$ cat src/rtl/bmd_pkg.sv
package bmd_pkg;
  typedef enum logic [2:0] {
    RG_NONE = 3'd0,
    RG_ROM  = 3'd1,
    RG_SRAM = 3'd2,
    RG_VRAM = 3'd3,
    RG_DRAM = 3'd4,
    RG_EXT  = 3'd5
  } region_e;

  localparam int unsigned N_CS = 5;
endpackage

$ cat src/rtl/bmd_bank_latch.sv
module bmd_bank_latch #(
  parameter int unsigned ADDR_W = 16,
  parameter int unsigned DATA_W = 8,
  parameter int unsigned PORT_W = 8,
  parameter logic [PORT_W-1:0] CTRL_PORT = 8'h78,
  parameter int unsigned SWAP_BIT = 6
) (
  input  logic              clk_i,
  input  logic              rst_ni,
  input  logic              io_i,
  input  logic              io_wr_i,
  input  logic              io_rd_i,
  input  logic [ADDR_W-1:0] addr_i,
  input  logic [DATA_W-1:0] data_i,
  output logic              swap_q_o,
  output logic [DATA_W-1:0] rd_data_o
);
  logic wr_q;
  logic port_hit;
  logic load;
  logic unused_bits;

  assign port_hit = (addr_i[PORT_W-1:0] == CTRL_PORT);
  // edge of the strobe, not its level
  assign load = io_i && io_wr_i && !wr_q && port_hit;

  always_ff @(posedge clk_i or negedge rst_ni) begin
    if (!rst_ni) begin
      wr_q     <= 1'b0;
      swap_q_o <= 1'b0;
    end else begin
      wr_q <= io_wr_i;
      if (load) swap_q_o <= data_i[SWAP_BIT];
    end
  end

  assign rd_data_o = (io_i && io_rd_i && port_hit) ?
                     (DATA_W'(swap_q_o) << SWAP_BIT) : '0;

  assign unused_bits = ^{data_i, addr_i[ADDR_W-1:PORT_W]};
endmodule

$ cat src/rtl/bmd_region_decode.sv
module bmd_region_decode
  import bmd_pkg::*;
#(
  parameter int unsigned ADDR_W = 16,
  parameter logic [ADDR_W-1:0] SRAM_BASE = 16'h1800,
  parameter logic [ADDR_W-1:0] GAP_BASE  = 16'h1C00,
  parameter logic [ADDR_W-1:0] VRAM_BASE = 16'h3000,
  parameter logic [ADDR_W-1:0] WIN_TOP   = 16'h4000,
  parameter logic [ADDR_W-1:0] EXT_BASE  = 16'hC000
) (
  input  logic [ADDR_W-1:0] addr_i,
  input  logic              swap_i,
  input  logic              card_i,
  output region_e           region_o,
  output logic [ADDR_W-1:0] local_o
);
  // hidden slice sits right after the linear part of the 48 kB card
  localparam logic [ADDR_W-1:0] HIDDEN_OFS = EXT_BASE - WIN_TOP;

  always_comb begin
    region_o = RG_NONE;
    local_o  = '0;
    if (addr_i < WIN_TOP) begin
      if (swap_i) begin
        region_o = RG_DRAM;
        local_o  = addr_i + HIDDEN_OFS;
      end else if (addr_i < SRAM_BASE) begin
        region_o = RG_ROM;
        local_o  = addr_i;
      end else if (addr_i < GAP_BASE) begin
        region_o = RG_SRAM;
        local_o  = addr_i - SRAM_BASE;
      end else if (addr_i >= VRAM_BASE) begin
        region_o = RG_VRAM;
        local_o  = addr_i - VRAM_BASE;
      end
    end else if (addr_i < EXT_BASE || !card_i) begin
      region_o = RG_DRAM;
      local_o  = addr_i - WIN_TOP;
    end else begin
      region_o = RG_EXT;
      local_o  = addr_i - EXT_BASE;
    end
  end
endmodule

$ cat src/rtl/bmd_select.sv
module bmd_select
  import bmd_pkg::*;
#(
  parameter int unsigned ADDR_W = 16
) (
  input  logic              mem_i,
  input  logic              io_i,
  input  region_e           region_i,
  input  logic [ADDR_W-1:0] local_i,
  output logic [N_CS-1:0]   cs_o,
  output logic [ADDR_W-1:0] local_o
);
  logic act;
  assign act = mem_i && !io_i;

  for (genvar i = 0; i < N_CS; i++) begin : g_cs
    assign cs_o[i] = act && (region_i == region_e'(3'(i + 1)));
  end

  assign local_o = (|cs_o) ? local_i : '0;
endmodule

$ cat src/rtl/bank_mem_decoder.sv
module bank_mem_decoder
  import bmd_pkg::*;
#(
  parameter int unsigned ADDR_W   = 16,
  parameter int unsigned DATA_W   = 8,
  parameter int unsigned PORT_W   = 8,
  parameter logic [PORT_W-1:0] CTRL_PORT = 8'h78,
  parameter int unsigned SWAP_BIT = 6
) (
  input  logic              clk_i,
  input  logic              rst_ni,
  input  logic              card_present_i,
  input  logic              mem_i,
  input  logic              io_i,
  input  logic              io_wr_i,
  input  logic              io_rd_i,
  input  logic [ADDR_W-1:0] addr_i,
  input  logic [DATA_W-1:0] data_i,
  output logic [DATA_W-1:0] rd_data_o,
  output logic              rom_cs_o,
  output logic              sram_cs_o,
  output logic              vram_cs_o,
  output logic              dram_cs_o,
  output logic              ext_cs_o,
  output logic [ADDR_W-1:0] local_addr_o
);
  logic              swap_q;
  logic              swap_eff;
  region_e           region;
  logic [ADDR_W-1:0] local_raw;
  logic [N_CS-1:0]   cs;

  bmd_bank_latch #(
    .ADDR_W(ADDR_W), .DATA_W(DATA_W), .PORT_W(PORT_W),
    .CTRL_PORT(CTRL_PORT), .SWAP_BIT(SWAP_BIT)
  ) i_latch (
    .clk_i    (clk_i),
    .rst_ni   (rst_ni),
    .io_i     (io_i),
    .io_wr_i  (io_wr_i),
    .io_rd_i  (io_rd_i),
    .addr_i   (addr_i),
    .data_i   (data_i),
    .swap_q_o (swap_q),
    .rd_data_o(rd_data_o)
  );

  // swap needs the extra card to back the upper window
  assign swap_eff = swap_q && card_present_i;

  bmd_region_decode #(.ADDR_W(ADDR_W)) i_decode (
    .addr_i  (addr_i),
    .swap_i  (swap_eff),
    .card_i  (card_present_i),
    .region_o(region),
    .local_o (local_raw)
  );

  bmd_select #(.ADDR_W(ADDR_W)) i_select (
    .mem_i   (mem_i),
    .io_i    (io_i),
    .region_i(region),
    .local_i (local_raw),
    .cs_o    (cs),
    .local_o (local_addr_o)
  );

  assign rom_cs_o  = cs[0];
  assign sram_cs_o = cs[1];
  assign vram_cs_o = cs[2];
  assign dram_cs_o = cs[3];
  assign ext_cs_o  = cs[4];
endmodule

$ cat config.mk
export PLATFORM = sky130hd
export DESIGN_NAME = bank_mem_decoder
export DESIGN_NICKNAME = d
export VERILOG_FILES = /design/src/rtl/bmd_pkg.sv /design/src/rtl/bmd_bank_latch.sv /design/src/rtl/bmd_region_decode.sv /design/src/rtl/bmd_select.sv /design/src/rtl/bank_mem_decoder.sv
export SDC_FILE = /design/constraint.sdc
export NUM_CORES = 1
export LEC_CHECK = 0
export BUFFER_PORTS_ARGS = -buffer_cell sky130_fd_sc_hd__buf_2
export CAP_MARGIN = 30
export CORE_UTILIZATION = 35
export CTS_CLUSTER_DIAMETER = 80
export CTS_CLUSTER_SIZE = 25
export DETAILED_ROUTE_END_ITERATION = 6
export GPL_ROUTABILITY_DRIVEN = 0
export PLACE_DENSITY = 0.67
export SYNTH_ARGS = -nofsm -noshare
export SYNTH_HDL_FRONTEND = slang
export SYNTH_HIERARCHICAL = 1
export SYNTH_SLANG_ARGS = --single-unit
export TNS_END_PERCENT = 10
$ cat constraint.sdc
create_clock -name clk_i -period 5.54 [get_ports clk_i]
set_input_delay 0.554 -clock clk_i [delete_from_list [all_inputs] [get_ports clk_i]]
set_output_delay 0.554 -clock clk_i [all_outputs]
set_load 0.01 [all_outputs]
==> flow_summary_export.csv <==
group,metric,value,unit
run_status,status,"finished, final reports clean",
route,dr.first_iter.drc_count,11,
logic_synthesis,synth_area_leaders,"nor4_2 13%, inv_1 8.0%, ha_1 7.6%, nor2b_1 7.0%, buf_4 6.1%",
floorplanning,die_area,3030,µm²
cts,cts_resized,0,
pwr,vdd_drop_max,0.000133,V
pwr,power_density,101,nW/µm²
pwr,clock_power_share,26.3,%
critical_path,cp_max_fo,16,
grt,grt_max_degree,19,
cts,numCtsBuffers,3,
finish,final_common_cell,"buf_2",
pwr,p_int,0.0686,mW
floorplanning,rows,18,
sta,tns,0,ns
logic_synthesis,synth_cells,131,
logic_synthesis,synth.avg_cell_area,7.52,µm²
sta,slew_headroom,48.5,%
sta,min_period,3.42,ns
floorplanning,start_util,38.4,%
logic_synthesis,synth_top_area_share,12.7,%
floorplanning,fp.dieW,55.0,µm
grt,grt_overflow,0,
cts,cts_buffer_depth,2,
grt,grt_usage,16.5,%
critical_path,worstPathArrival,2.87,ns
route,drtAntennaViolNets,0,
placed_design,dp_cells,199,
logic_synthesis,netlist-cell-type-count,43,
cts,root_buffer,"clkbuf_4",
sta,setup_slack,2.12,ns
sta,setup_viol,0,
finish,final_cells,202,
route,routed-via-count,1052,
placed_design,placed_area,1140,µm²
sta,tightest_slew,0.769,ns
cts,post-cts-setup-buffers,0,
finish,final_util,45.5,%
sta,report.final.hold_viol_count,0,
pwr,seqPwrFrac,13.0,%
cts,ctsHoldBuffers,0,
critical_path,critPathRequiredTime,4.99,ns
finish,layout-drive-gt1-share,39.0,%
cts,clkTransAtPathRegs,0.03,ns
sta,skew,0.00185,ns
critical_path,crit_path_start_kind,"input port",
floorplanning,dieHeight,55.0,µm
finish,diodes,0,
flow_run,cap_violations,0,
logic_synthesis,synthArstFlopShare,100,%
hold_path,hold_class,"input port to asynchronous set/reset pin",
grt,antenna_found_initial,0,
route,drc,0,
floorplanning,core_region_area,2570,µm²
sta,whs,0.113,ns
placed_design,dpl_worst_slack,2.12,ns
pwr,total_power,0.118,mW
pwr,p_leak,0.617,nW
sta,fmax,292,MHz
finish,fin_area,1170,µm²
finish,syn_to_final_growth,18.6,%
pwr,pwr-share-comb,60.7,%
finish,final_nets,211,
grt,grt_pass1_vias,934,
pwr,switching_share,42.0,%
grt,grt_pass1_wl,3800,µm
cts,h-tree-depth,1,
cts,cts_tree,"built",
sta,post-route-period-util,61.7,%
sta,slew_viol_final,0,
logic_synthesis,netlist_area,985,µm²
logic_synthesis,ys.flop_type,"dfrtp_1",
sta,rsz0062_at_grt,"false",
critical_path,endpoint_kind,"primary output",
finish,mostFrequentLayoutCells,"45 x buf_2, 21 x inv_1, 11 x nor2b_1",
route,drt-pass1-iter-count,4,
route,post_drt_via_cell_ratio,5.21,
floorplanning,ios,60,
logic_synthesis,synth_edf_count,0,
placed_design,hpwl,1960,µm
cts,clkLatencyLatePin,0.22,ns
critical_path,crit_type,"input port to primary output",
logic_synthesis,yosysTopAreaCell,"nor4_2",
logic_synthesis,synth-seq-cells,2,
cts,cts_num_sinks,2,
logic_synthesis,yosysSeqAreaShare,5.08,%
logic_synthesis,yosys_warnings,6,
route,wl_per_cell,11.7,µm
route,wl,2370,µm
placed_design,io_buffers,45,
pwr,switchingPower,0.0496,mW
==> layout make-up <==
cell class / instances / area, µm²
fillers: 274 / 1400
clock buffers: 3 / 22.5
well taps: 30 / 37.5
flip-flops and latches: 2 / 50.0
inverters: 21 / 78.8
multi-input cells: 101 / 753
repair buffers: 45 / 225
==> cells by family (layout without fill, tap and decap cells) <==
kind of cell	Yosys count	after routing	share of synthesized area (%)
AO/OA/AOI/OAI	19	19	13.5
XOR/XNOR	3	3	2.67
adder cells (fa/ha/maj)	6	6	7.62
buffers and inverters	34	69	20.7
flip-flops	2	2	5.08
multiplexers	3	3	3.18
other	1	7	0.381
AND/OR/NAND/NOR	63	63	46.9
==> critical path, cell delays in order <==
cell	delay, ns
buf_2	0.14
inv_1	0.10
ha_1	0.33
and2b_2	0.27
nand2_1	0.10
a21oi_1	0.41
and2_1	0.69
nor4_1	0.09
buf_2	0.17
==> power by group through the flow <==
stage	Sequential (mW)	Clock, mW	Combinational (mW)
2_1_floorplan	0.0155	0	0.0556
3_3_place_gp	0.0155	0	0.0693
3_5_place_dp	0.0155	0	0.0716
4_1_cts	0.0154	0.0326	0.0718
5_1_grt	0.0154	0.0336	0.0806
6_report	0.0154	0.0311	0.0718
==> registers in the layout, summed over array words and instances (netlist names) <==
signal / count
i_latch/swap_q_o: 1
i_latch/wr_q: 1
==> layer usage <==
layer  wire [µm]  vias up  GRT usage [%]
met4           0        0           2.92
met1         938      482           19.5
li1            -      522              -
met2        1270       48           32.3
met5           0        -              0
met3         160        0           1.09
==> cells in the mapped netlist, types with 2 or more instances <==
| cell type | number |
|---|---|
| inv_1 | 21 |
| nor2b_1 | 11 |
| nor4_2 | 10 |
| buf_4 | 8 |
| ha_1 | 6 |
| nor4_1 | 6 |
| nand2_1 | 5 |
| a21oi_1 | 4 |
| buf_6 | 4 |
| nand2b_1 | 4 |
| nor2_1 | 4 |
| nor3_1 | 4 |
| o21ai_0 | 4 |
| and2_1 | 3 |
| nand3_1 | 3 |
| xnor2_1 | 3 |
| a31oi_1 | 2 |
| and3_1 | 2 |
| dfrtp_1 | 2 |
| mux2i_1 | 2 |
==> worst paths after layout <==
path                                  start          endpoint  slack, ns  depth (start not counted)
setup / recovery                 addr_i[15]   local_addr_o[9]       2.12                          9
hold / removal                       rst_ni  i_latch/swap_q_o       0.11                          1
setup reg to reg               i_latch/wr_q  i_latch/swap_q_o       4.53                          3
hold reg to reg            i_latch/swap_q_o  i_latch/swap_q_o       0.53                          1
max in group asynchronous            rst_ni      i_latch/wr_q       5.33                          1
min in group clk_i                  io_wr_i      i_latch/wr_q       0.46                          1
(Power assumes the default switching activity.)
